$ cat src/rtl/stack_addr_mgr.sv
module stack_addr_mgr #(
  parameter int AW = 16
) (
  input  logic            clk,
  input  logic            rst_n,
  input  logic            host_we,
  input  logic [2:0]      host_addr,
  input  logic [AW-1:0]   host_wdata,
  output logic [AW-1:0]   host_rdata,
  input  logic            cmd_irq_en,
  input  logic            dat_irq_en,
  input  logic [1:0]      irq_clr,
  output logic [1:0]      irq_status,
  output logic            irq,
  input  logic [3*AW-1:0] time_stamp,
  input  logic            cmd_req,
  input  logic [AW-1:0]   cmd_wdata,
  output logic            cmd_gnt,
  input  logic            dat_req,
  input  logic [AW-1:0]   dat_wdata,
  output logic            dat_gnt,
  input  logic            msg_done,
  input  logic            msg_abort,
  output logic            ram_we,
  output logic [AW-1:0]   ram_addr,
  output logic [AW-1:0]   ram_wdata
);
  localparam int LO = 0, NX = 1, HI = 2, AL = 3;
  localparam int NWORDS = 8;

  logic [NWORDS-1:0][AW-1:0] tbl;
  logic [1:0][AW-1:0] wp, eff;
  logic [1:0] gnt, en, hit;
  logic busy;
  logic [1:0] ci;
  logic [2*AW-1:0] ts_lat;
  logic [AW-1:0] cmd_word;

  function automatic logic [AW-1:0] step(input logic [AW-1:0] p, lo, hi);
    return (p == hi) ? lo : p + AW'(1);
  endfunction

  assign cmd_gnt = cmd_req;
  assign dat_gnt = dat_req & ~cmd_req;
  assign gnt     = {dat_gnt, cmd_gnt};
  assign en      = {dat_irq_en, cmd_irq_en};

  for (genvar s = 0; s < 2; s++) begin : g_stk
    assign eff[s] = busy ? wp[s] : tbl[4*s+NX];
    assign hit[s] = gnt[s] && en[s] && (eff[s] == tbl[4*s+AL]);
    always_ff @(posedge clk) begin
      if (!rst_n) wp[s] <= '0;
      else if (gnt[s]) wp[s] <= step(eff[s], tbl[4*s+LO], tbl[4*s+HI]);
      else wp[s] <= eff[s];
    end
  end

  always_comb begin
    case (ci)
      2'd0:    cmd_word = time_stamp[3*AW-1:2*AW];
      2'd1:    cmd_word = ts_lat[2*AW-1:AW];
      2'd2:    cmd_word = ts_lat[AW-1:0];
      default: cmd_word = cmd_wdata;
    endcase
  end

  assign ram_we     = cmd_req | dat_req;
  assign ram_addr   = cmd_req ? eff[0] : eff[1];
  assign ram_wdata  = cmd_req ? cmd_word : dat_wdata;
  assign host_rdata = tbl[host_addr];
  assign irq        = |(irq_status & en);

  always_ff @(posedge clk) begin
    if (!rst_n) begin
      busy   <= 1'b0;
      ci     <= '0;
      ts_lat <= '0;
    end else if (msg_done || msg_abort) begin
      busy <= 1'b0;
      ci   <= '0;
    end else begin
      if (|gnt) busy <= 1'b1;
      if (cmd_gnt && ci != 2'd3) ci <= ci + 2'd1;
      if (cmd_gnt && ci == 2'd0) ts_lat <= time_stamp[2*AW-1:0];
    end
  end

  always_ff @(posedge clk) begin
    if (!rst_n) begin
      tbl <= '0;
    end else begin
      if (host_we) tbl[host_addr] <= host_wdata;
      if (msg_done) begin
        tbl[NX]   <= eff[0];
        tbl[4+NX] <= eff[1];
      end
    end
  end

  always_ff @(posedge clk) begin
    if (!rst_n) irq_status <= '0;
    else irq_status <= (irq_status & ~irq_clr) | hit;
  end


  cmd_in_bounds_chk: assert property (@(posedge clk) disable iff (!rst_n)
    (cmd_gnt && !host_we && tbl[LO] <= tbl[HI] && eff[0] >= tbl[LO] && eff[0] <= tbl[HI])
    |=> (eff[0] >= tbl[LO] && eff[0] <= tbl[HI]));

  commit_next_chk: assert property (@(posedge clk) disable iff (!rst_n)
    msg_done |=> (tbl[NX] == $past(eff[0]) && tbl[4+NX] == $past(eff[1])));

  abort_keep_chk: assert property (@(posedge clk) disable iff (!rst_n)
    (msg_abort && !msg_done && !host_we) |=> ($stable(tbl[NX]) && $stable(tbl[4+NX])));

  cmd_first_chk: assert property (@(posedge clk) disable iff (!rst_n)
    (cmd_req && dat_req) |-> (cmd_gnt && !dat_gnt && ram_we));

  alert_enabled_chk: assert property (@(posedge clk) disable iff (!rst_n)
    $rose(irq_status[0]) |-> $past(cmd_irq_en));

  sticky_flag_chk: assert property (@(posedge clk) disable iff (!rst_n)
    (irq_status[1] && !irq_clr[1]) |=> irq_status[1]);
endmodule

$ cat config.mk
export PLATFORM = sky130hd
export DESIGN_NAME = stack_addr_mgr
export DESIGN_NICKNAME = d
export VERILOG_FILES = /design/src/rtl/stack_addr_mgr.sv
export SDC_FILE = /design/constraint.sdc
export NUM_CORES = 1
export LEC_CHECK = 0
export ABC_AREA = 0
export BUFFER_PORTS_ARGS = -buffer_cell sky130_fd_sc_hd__buf_2
export CORE_MARGIN = 2
export CORE_UTILIZATION = 50
export DETAILED_ROUTE_END_ITERATION = 12
export PLACE_DENSITY = 0.69
export SLEW_MARGIN = 10
export SYNTH_ARGS = -nofsm -noshare
export SYNTH_HDL_FRONTEND = slang
export SYNTH_SLANG_ARGS = --single-unit
$ cat constraint.sdc
create_clock -name clk -period 3.2 [get_ports clk]
set_clock_uncertainty 0.1 [all_clocks]
set_input_delay 0.16 -clock clk [delete_from_list [all_inputs] [get_ports clk]]
set_output_delay 0.16 -clock clk [all_outputs]
set_load 0.01 [all_outputs]
**Word-level counts from Yosys, hierarchy flattened**

Cells that the tools add are included.

- Muxes and demuxes: 17
- Add/subtract/negate cells: 3
- $lt $le $gt $ge: 2
- Reduce and logical (&&, ||, !) cells: 14
- Bitwise gates (word level): 9
- Eq/ne operators: 7

Operator list:

| cell | count |
|---|---|
| $mux 16 | 12 |
| $bwmux 128 | 1 |
| $mux 96 | 1 |
| $eq 16x16->1 | 4 |
| $bmux 16 s3 | 1 |
| $demux 16 s3 | 1 |
| $pmux 16 s3 | 1 |
| $add 16x1->16 const B | 2 |
| $logic_and 1x1->1 | 7 |
| $reduce_or 2->1 | 3 |
| $and 2x2->2 | 2 |
| $lt 3x4->1 const B | 1 |
| $ge 3x1->1 const B | 1 |
| $not 1->1 | 3 |
| $add 2x1->2 const B | 1 |
| $eq 2x1->1 const B | 1 |
| $eq 2x2->1 const B | 1 |
| $logic_not 2->1 | 1 |
| $ne 2x2->1 const B | 1 |
| $not 2->2 | 1 |
| $or 2x2->2 | 1 |
| $reduce_and 2->1 | 1 |
| $reduce_bool 2->1 | 1 |
| $and 1x1->1 | 1 |
| 2 further kinds | 2 |

- Logic and storage cells: 66
- Output and inout port bits: 54
- Input bits: 110
- Register bits after elaboration: 197

**Depth between registers and ports, before layout**

Gate-level depths: netlist of run 1.

- Depth in word-level cells: 7
- Mapped depth: 12
- Depth with buffers taken out: 9

**Worst setup path after synthesis of run 1**

OpenSTA, ideal clock, no wires.

- Path type: register to register
- From: register busy
- To: register wp[28] (netlist name)
- Setup slack: 0.627 ns
- Data required time: 2.985 ns
- Period minus slack after synthesis: 2.573 ns
- Cell stages (with the launch flop): 13
- Arrival: 2.359 ns
- Path through: dfxtp_1 > buf_6 > buf_6 > mux2i_2 > inv_1 > ha_1 > inv_1 > a211o_1 > and3b_1 > clkbuf_1 > and4_1 > o21a_1 > o21a_1

- Word-level cells in the longest chain between the ends: 4
- Elaborated cells on any way between the ends: 5
- Classes of those cells: 1 x add/sub; 1 x eq/ne; 3 x mux

RTL lines:

| what | line | text |
|---|---|---|
| start: declaration | 34 | `logic busy;` |
| start signal: assignment | 75 | `busy <= 1'b0;` |
| start signal: assignment | 79 | `busy <= 1'b0;` |
| start signal: assignment | 82 | `if (\|gnt) busy <= 1'b1;` |
| $mux 16 (*) | 49 | `assign eff[s] = busy ? wp[s] : tbl[4*s+NX];` |
| $add 16x1->16 / $eq 16x16->1 (equally long branches) | 40 | `return (p == hi) ? lo : p + AW'(1);` |
| $mux 16 | 40 |  |
| $mux 16 (*) | 53 | `else if (gnt[s]) wp[s] <= step(eff[s], tbl[4*s+LO], tbl[4*s+HI]);` |
| end signal: indexed assignment | 53 |  |
| end signal: indexed assignment | 54 | `else wp[s] <= eff[s];` |
| end: declaration | 32 | `logic [1:0][AW-1:0] wp, eff;` |

Every way passes the cells marked *; elsewhere a longest branch is shown, timed or not.
A chain may end at the register's enable or synchronous reset.

**Worst setup path after layout of run 1**

- From: register busy
- To: register wp[10] (netlist name)

The elaborated chain is that of the path after synthesis.

==> results.yml, run 1 <==
global_routing:
  grt_max_degree: 79
  first_global_vias: 10400
  antenna_found_initial: 1
  grt_use_total_pct: 35.2
  grt_pass1_wl_um: 63600
  overflow: 0
placement:
  routabilityCongestion: 1.02
  numPortBuffers: 163
  placed_area_um2: 12400
  dp_hpwl_um: 30400
run_status:
  status: "finished clean"
detailed_routing:
  via_per_inst: 6.16
  vias: 11500
  ant_nets: 0
  routed_wl_um: 42700
  drt-initial-drc-count: 1226
  firstDrtPassIters: 6
  routedWlPerCell_um: 22.9
  drc: 0
pwr:
  power.switching_uw: 1920
  intPower_uw: 4090
  p_seq_share_pct: 44.3
  leakagePower_uw: 0.00522
  power_density_nw_per_um2: 445
  clkPwrFrac_pct: 38.0
  vdd_drop_max_mv: 0.347
  sw_frac_of_total_pct: 32.0
  p_comb_share_pct: 17.7
  power_uw: 6000
synth:
  synth_edf_count: 0
  synth_fp_nets: 1530
  ys_ff_latch: 197
  synth.distinct_cells: 63
  synth_area_um2: 11300
  synthTopCellsByCount: "nand2_1 (311), dfxtp_1 (197), a21oi_1 (177)"
  syn_inst: 1414
  synth.avg_cell_area_um2: 8.02
  synthArstFlopShare_pct: 0
  synth_area_leaders: "dfxtp_1 (35%), nand2_1 (10%), a21oi_1 (7.8%), mux2i_1 (5.6%), mux2_2 (5.4%)"
  ys.flop_type: "dfxtp_1"
  yosysMostFrequentCell: "nand2_1"
  ys_seq_area_share_pct: 34.8
  yosysWarnings: 0
  yosysTopAreaCell: "dfxtp_1"
  synth_top_cell_area_share_pct: 34.8
finish:
  diodes: 0
  final_util_pct: 60.2
  n_fill_cell: 2089
  areaGrowthSynthToFinish_pct: 19.1
  regArea_um2: 3950
  stdcell_area_um2: 13500
  nets: 1688
  final_layout_size_suffix_gt1_share_pct: 20.9
  multi_input_area_um2: 6820
setup_path:
  critPathBufInv: 1
  cp_cell_sequence: "buf_4, mux2i_1, xnor2_1, nor4_1, and4_1, o21ai_0, a221oi_1"
  cp-end-kind: "register"
  critical_path_class: "register to register"
  crit_family: "simple AND/OR/NAND/NOR gates"
  cp.depth: 7
  r2r_end: "wp[10]$_SDFF_PN0_"
  worstRegToRegCells: 7
  worst_setup_path_start_kind: "register"
  cpPeakStageDelay_ns: 0.65
  critPathMaxFanout: 28
  cp.arrival_ns: 3.24
  r2r_setup_slack_ns: 0.22
  crit_slowest_cell: "dfxtp_4"
  cp.required_ns: 3.46
  rr_startpoint: "busy$_SDFFE_PP0P_"
die:
  die_w_um: 155
  die-area_um2: 23900
  start_util_pct: 50.5
  core_area_um2: 22400
  io_pins: 164
  fp.dieH_um: 155
  rows: 55
job:
  drv_cap: 0
sta:
  period_needed_ns: 2.98
  rsz0062_at_grt: "false"
  setup_violations: 0
  finalHoldViolCount: 0
  tns_ns: 0
  slew_headroom_pct: 26.4
  fmax_ghz: 0.336
  worst_pin_slew_ns: 1.10
  drv_slew: 0
  period_share_pct: 93.1
clock_tree:
  clk_latency_ns: 0.46
  cts_tree: "yes"
  cts_buffers: 17
  clock-sinks: 197
  htreeDepth: 4
  clockBufferDepth: 2
  cts-root-buf: "clkbuf_16"
  clk_pin_slew_ns: 0.09
  postCtsSetupBuffers: 0
  cts_resized: 0
worst_hold_path:
  hp-start: "host_wdata[5]"
  hold_depth: 3
  min_to: "tbl[101]$_SDFFE_PN0P_"
  worstHoldPathType: "input port to register"
==> worst reg2reg max path, cell delays in order (launching register included) <==
cell and delay [ns]:
dfxtp_4 0.65, buf_4 0.26, mux2i_1 0.36, xnor2_1 0.12
nor4_1 0.32, and4_1 0.62, o21ai_0 0.19, a221oi_1 0.27
==> metal layers <==
layer / vias to the layer above / track usage (%) / part of all wire, %
met5: - / 0 / 0.026
met4: 2 / 13.4 / 3.8
met3: 101 / 8.69 / 12
met2: 642 / 50.9 / 42
met1: 5466 / 50.4 / 42
li1: 5300 / - / -
==> cells by family after synthesis <==
logic type	synth area share, %
mux	15.0
compound gates	20.5
simple gates	19.0
buf+inv	5.11
xor+xnor	5.02
flops	34.8
fa+ha+maj	0.662
==> placed cells by master (no fill, tap or decap), drive strengths merged, types with 3 or more instances in the layout <==
cell type    Yosys  layout
nor4b            3       3
and3            10      10
o22a            14      14
nand2          311     311
mux2i           82      82
inv             13      19
xor2            21      21
ha               6       6
clkbuf          86      18
mux2            57      57
a21oi          177     177
nand3           20      20
nand3b           6       6
and2             8       8
nor2b           14      14
nor2            76      76
a21boi           4       4
a222oi          16      16
clkinv           0       8
nand4            9       9
o211a            3       3
o21a             7       7
o21ai           56      56
nor3             8       8
nand2b           5       5
dfxtp          197     197
mux4             4       4
buf             33     210
a22oi           20      20
dlygate4sd3      0      48
a31oi           12      12
and4             3       3
nor4            10      10
xnor2           44      44
or4              3       3
a221oi          13      13
or3              3       3
a211oi          43      43
==> flip-flops by register name, indices dropped and copies added (netlist names) <==
name	flops
ci	2
ts_lat	32
wp	32
tbl	128
irq_status	2
busy	1
==> worst max path at each step <==
stage | from | to | slack, ns
2_1_floorplan | busy$_SDFFE_PP0P_ | wp[28]$_SDFF_PN0_ | 0.63
3_3_place_gp | busy$_SDFFE_PP0P_ | wp[10]$_SDFF_PN0_ | 0.34
3_5_place_dp | busy$_SDFFE_PP0P_ | wp[10]$_SDFF_PN0_ | 0.30
4_1_cts | busy$_SDFFE_PP0P_ | wp[10]$_SDFF_PN0_ | 0.28
6_report | busy$_SDFFE_PP0P_ | wp[10]$_SDFF_PN0_ | 0.22
5_1_grt | busy$_SDFFE_PP0P_ | wp[10]$_SDFF_PN0_ | 0.03
==> stage by stage <==
step,setup slack [ns],hold WS (ns),std cells
floorplan,0.627,0.196,1414
global placement,0.344,0.303,1790
detailed placement,0.302,0.306,1790
CTS,0.283,0.00420,1870
global route,0.0276,0.00811,1870
finish,0.219,0.0150,1870
==> timing repair <==
action	in CTS	in global routing
hold buffers	48	0
setup endpoints to repair	0	0
hold endpoints to repair	93	0
==> layout make-up <==
class	count	area share, %
Clock buffer	18	3.25
Clock inverter	14	1.43
Inverter	13	0.380
Multi-Input combinational cell	1085	50.5
Sequential cell	197	29.2
Tap cell	285	2.64
Timing Repair Buffer	258	12.6
==> power groups by stage <==
stage	sequential [uW]	clock, uW	combinational, uW
after floorplan	2650	0	654
after global placement	2710	0	973
after detailed placement	2700	0	987
after CTS	2650	2290	1040
after global routing	2660	2380	1130
final	2660	2280	1060
Note: power is estimated with default switching activity, not from simulation.
==> run 2, diff against run 1 <==
--- a/config.mk
+++ b/config.mk
@@ -8,10 +8,12 @@
 export ABC_AREA = 0
 export BUFFER_PORTS_ARGS = -buffer_cell sky130_fd_sc_hd__buf_2
 export CORE_MARGIN = 2
-export CORE_UTILIZATION = 50
+export CORE_UTILIZATION = 30
+export CTS_BUF_LIST = sky130_fd_sc_hd__clkbuf_2 sky130_fd_sc_hd__clkbuf_4 sky130_fd_sc_hd__clkbuf_8
 export DETAILED_ROUTE_END_ITERATION = 12
-export PLACE_DENSITY = 0.69
+export PLACE_DENSITY = 0.45
 export SLEW_MARGIN = 10
 export SYNTH_ARGS = -nofsm -noshare
 export SYNTH_HDL_FRONTEND = slang
 export SYNTH_SLANG_ARGS = --single-unit
+export TNS_END_PERCENT = 100
==> results.yml, run 2 (synthesis results as in run 1) <==
detailed_routing:
  firstDrtPassIters: 5
  drc: 0
  routed_wl_um: 48600
  ant_nets: 0
  drt-initial-drc-count: 1045
  routedWlPerCell_um: 23.1
  vias: 11200
  via_per_inst: 5.31
pwr:
  intPower_uw: 3570
  power.switching_uw: 1760
  sw_frac_of_total_pct: 33.0
  leakagePower_uw: 0.00512
  power_density_nw_per_um2: 393
  p_comb_share_pct: 20.6
  p_seq_share_pct: 49.9
  vdd_drop_max_mv: 0.266
  clkPwrFrac_pct: 29.5
  power_uw: 5330
clock_tree:
  clk_latency_ns: 0.51
  cts-root-buf: "clkbuf_8"
  cts_resized: 0
  htreeDepth: 4
  clockBufferDepth: 2
  cts_tree: "yes"
  cts_buffers: 17
  clk_pin_slew_ns: 0.12
  clock-sinks: 197
die:
  fp.dieH_um: 198
  die_w_um: 198
  io_pins: 164
  start_util_pct: 30.3
  die-area_um2: 39400
  rows: 71
  core_area_um2: 37400
sta:
  rsz0062_at_grt: "false"
  finalHoldViolCount: 0
  slew_headroom_pct: 30.6
  tns_ns: 0
  worst_slack_ns: 0.312
  setup_violations: 0
  worst_pin_slew_ns: 1.04
  period_needed_ns: 2.89
  hold_slack_ns: 0.0187
  drv_slew: 0
  fmax_ghz: 0.346
  period_share_pct: 90.2
setup_path:
  r2r_end: "wp[15]$_SDFF_PN0_"
  worst_setup_path_start_kind: "register"
  crit_end: "wp[15]$_SDFF_PN0_"
  worstRegToRegCells: 8
  cpPeakStageDelay_ns: 0.61
  crit_slowest_cell: "dfxtp_4"
  critPathLaunch: "busy$_SDFFE_PP0P_"
  cp-end-kind: "register"
  cp.required_ns: 3.52
  critical_path_class: "register to register"
  rr_startpoint: "busy$_SDFFE_PP0P_"
  critPathMaxFanout: 25
  cp_cell_sequence: "buf_4, mux2i_4, xnor2_1, nor4_1, and4_1, buf_4, a31oi_1, a31oi_1"
  r2r_setup_slack_ns: 0.31
  cp.arrival_ns: 3.21
finish:
  largest_reg_flops: 128
  nets: 1693
  areaGrowthSynthToFinish_pct: 19.6
  largest_registers: "tbl: 128 flops, ts_lat: 32 flops, wp: 32 flops"
  final_common_cell: "nand2_1"
  multi_input_area_um2: 6830
  top_register: "tbl"
  regArea_um2: 3950
  n_fill_cell: 4021
  final_layout_size_suffix_gt1_share_pct: 20.8
  layout_common_cells: "nand2_1 (311), dfxtp_1 (196), a21oi_1 (177), buf_2 (163), nor2_1 (76)"
  fin_cells: 2102
run_status:
  status: "finished clean"
worst_hold_path:
  hold_depth: 3
  worstHoldPathType: "input port to register"
global_routing:
  antenna_found_initial: 0
  first_global_vias: 10300
  overflow: 0
  grt_use_total_pct: 24.7
  grt_pass1_wl_um: 70500
  grt_max_degree: 103
placement:
  dp_hpwl_um: 35300
  numPortBuffers: 163
  pre_cts_ws_ns: 0.342
  routabilityCongestion: 0.931
  placedCellCount: 2015
job:
  drv_cap: 0
run 2: timing repair:
action | in CTS | in global routing
setup buffers | 0 | 0
setup endpoints to repair | 0 | 0
hold endpoints to repair | 134 | 0
hold buffers | 54 | 0
run 2: worst min path at each step:
stage / start / endpoint / slack (ns)
2_1_floorplan: time_stamp[0] / ts_lat[0]$_SDFFE_PN0P_ / 0.20
3_3_place_gp: time_stamp[21] / ts_lat[21]$_SDFFE_PN0P_ / 0.30
3_5_place_dp: time_stamp[13] / ts_lat[13]$_SDFFE_PN0P_ / 0.31
4_1_cts: rst_n / tbl[74]$_SDFFE_PN0P_ / 0.02
5_1_grt: rst_n / tbl[74]$_SDFFE_PN0P_ / 0.03
6_report: rst_n / tbl[74]$_SDFFE_PN0P_ / 0.02
run 2: worst max-delay path: cells and delay by family (launching register included):
kind / cells / cell delay [ns]
mux: 1 / 0.44
compound gates: 2 / 0.30
xor+xnor: 1 / 0.14
buf+inv: 2 / 0.53
flops: 1 / 0.61
simple gates: 2 / 0.69
run 2: final cells by class:
type	instances	area share, %
Multi-Input combinational cell	1085	50.3
Sequential cell	197	29.1
Antenna cell	1	0.0185
Clock inverter	13	0.720
Clock buffer	19	1.88
Timing Repair Buffer	263	12.8
Inverter	13	0.397
Tap cell	511	4.71
run 2: metal layers:
layer,track usage (%),vias to the layer above,routed length (um)
li1,-,5302,-
met1,37.0,5476,23800
met2,36.5,360,21200
met3,4.12,28,2940
met4,5.83,0,671
met5,0,-,0
run 2: power by group through the flow:
stage | Sequential, uW | Combinational [uW] | Clock (uW)
6_report | 2660 | 1100 | 1570
3_3_place_gp | 2710 | 1030 | 0
4_1_cts | 2650 | 1090 | 1610
3_5_place_dp | 2710 | 1040 | 0
5_1_grt | 2670 | 1180 | 1700
2_1_floorplan | 2650 | 654 | 0
run 2: per-stage QoR:
stage / util (%) / area, um^2
3_5_place_dp: 33.9 / 12700
5_1_grt: 36.3 / 13600
6_report: 36.3 / 13600
3_3_place_gp: 33.9 / 12700
2_1_floorplan: - / 11300
4_1_cts: 36.3 / 13600
==> run 3, diff against run 2 <==
--- a/config.mk
+++ b/config.mk
@@ -10,8 +10,10 @@
 export CORE_MARGIN = 2
 export CORE_UTILIZATION = 30
 export CTS_BUF_LIST = sky130_fd_sc_hd__clkbuf_2 sky130_fd_sc_hd__clkbuf_4 sky130_fd_sc_hd__clkbuf_8
+export CTS_CLUSTER_DIAMETER = 60
 export DETAILED_ROUTE_END_ITERATION = 12
 export PLACE_DENSITY = 0.45
+export REMOVE_ABC_BUFFERS = 1
 export SLEW_MARGIN = 10
 export SYNTH_ARGS = -nofsm -noshare
 export SYNTH_HDL_FRONTEND = slang
==> results.yml, run 3 (synthesis results as in run 1) <==
finish:
  fin_cells: 2112
  layout_common_cells: "nand2_1 (311), dfxtp_1 (196), a21oi_1 (177), buf_2 (163), nor2_1 (76)"
  nets: 1703
  top_register: "tbl"
  stdcell_area_um2: 13700
  final_common_cell: "nand2_1"
  areaGrowthSynthToFinish_pct: 20.8
  largest_reg_flops: 128
  final_layout_size_suffix_gt1_share_pct: 21.3
  largest_registers: "tbl: 128 flops, ts_lat: 32 flops, wp: 32 flops"
pwr:
  leakagePower_uw: 0.00520
  power_density_nw_per_um2: 402
  vdd_drop_max_mv: 0.239
  power_uw: 5500
job:
  drv_cap: 0
worst_hold_path:
  hp-start: "rst_n"
  worstHoldPathType: "input port to register"
  hold_depth: 3
  min_to: "tbl[79]$_SDFFE_PN0P_"
sta:
  worst_pin_slew_ns: 0.994
  setup_violations: 0
  period_share_pct: 94.5
  tns_ns: 0
  drv_slew: 0
  fmax_ghz: 0.331
  finalHoldViolCount: 0
  period_needed_ns: 3.02
  slew_headroom_pct: 33.6
  hold_slack_ns: 0.0661
  rsz0062_at_grt: "false"
global_routing:
  grt_pass1_wl_um: 67300
  antenna_found_initial: 1
  overflow: 0
  first_global_vias: 10500
  grt_use_total_pct: 23.0
  grt_max_degree: 82
clock_tree:
  postCtsSetupBuffers: 0
  clockBufferDepth: 2
  htreeDepth: 4
  cts-root-buf: "clkbuf_8"
  clk_latency_ns: 0.51
  clk_pin_slew_ns: 0.12
  clock-sinks: 197
  cts_tree: "yes"
  cts_buffers: 17
setup_path:
  r2r_setup_slack_ns: 0.18
  critical_path_class: "register to register"
  critPathMaxFanout: 21
  cp-end-kind: "register"
  r2r_end: "wp[13]$_SDFF_PN0_"
  cp.required_ns: 3.49
  rr_startpoint: "busy$_SDFFE_PP0P_"
  worstRegToRegCells: 8
  worst_setup_path_start_kind: "register"
  cp.arrival_ns: 3.32
die:
  die-area_um2: 39400
  die_w_um: 198
  rows: 71
  start_util_pct: 30.3
  fp.dieH_um: 198
  io_pins: 164
  core_area_um2: 37400
detailed_routing:
  routedWlPerCell_um: 21.3
  via_per_inst: 5.26
  vias: 11100
  drt-initial-drc-count: 904
  routed_wl_um: 44900
  ant_nets: 0
  firstDrtPassIters: 8
  drc: 0
placement:
  routabilityCongestion: 0.898
  numPortBuffers: 163
  dp_hpwl_um: 32000
  placedCellCount: 2024
  placed_area_um2: 12700
run_status:
  status: "finished clean"
==> run 3: area by class of cell <==
type,count,area [um^2]
inverters,13,53.8
diodes,1,2.50
flip-flops and latches,197,3950
fillers,3936,23700
clock inverters,11,124
repair buffers,273,1820
well taps,511,639
clock buffers,21,283
multi-input cells,1085,6830
==> run 3: repair_timing <==
action	in CTS	in global routing
endpoints found under the setup margin	0	5
resized for setup	0	1
hold endpoints to repair	148	0
hold buffers	55	0
==> run 3: worst max-delay path, stage by stage, from the launching register on <==
cell and delay, ns:
dfxtp_4 0.45, buf_12 0.23, mux2i_1 0.42, xnor2_1 0.15, nor4_1 0.65, nand4_1 0.17, buf_4 0.26, mux2i_1 0.15
a221oi_1 0.32
==> run 3: report_power, final <==
| group | total [uW] | leakage (uW) | switching (uW) | internal (uW) |
|---|---|---|---|---|
| Sequential | 2630 | 0.00160 | 89.5 | 2540 |
| Clock | 1780 | 0.000214 | 1010 | 771 |
| Combinational | 1090 | 0.00338 | 641 | 451 |
| Total | 5500 | 0.00520 | 1740 | 3760 |
==> run 3: worst max path at each step <==
stage                            startpoint                end  slack (ns)  depth (start not counted)
after floorplan           busy$_SDFFE_PP0P_  wp[31]$_SDFF_PN0_       -1.68                          6
after global placement    busy$_SDFFE_PP0P_  wp[31]$_SDFF_PN0_        0.25                          8
after detailed placement  busy$_SDFFE_PP0P_  wp[31]$_SDFF_PN0_        0.29                          8
after CTS                 busy$_SDFFE_PP0P_  wp[31]$_SDFF_PN0_        0.25                          8
after global routing      busy$_SDFFE_PP0P_  wp[13]$_SDFF_PN0_       0.005                          8
final                     busy$_SDFFE_PP0P_  wp[13]$_SDFF_PN0_        0.18                          8
==> run 3: stage by stage <==
step	utilization (%)	worst slack, ns
after floorplan	-	-1.68
after global placement	34.0	0.252
after detailed placement	34.0	0.288
after CTS	36.6	0.255
after global routing	36.6	0.00452
final	36.6	0.176
==> run 3: metal layers <==
| layer | up-vias | part of all wire, % | global-route usage (%) |
|---|---|---|---|
| li1 | 5337 | - | - |
| met4 | 0 | 1.4 | 5.47 |
| met1 | 5485 | 48 | 32.3 |
| met5 | - | 0 | 0 |
| met2 | 260 | 47 | 37.1 |
| met3 | 22 | 4.4 | 3.17 |
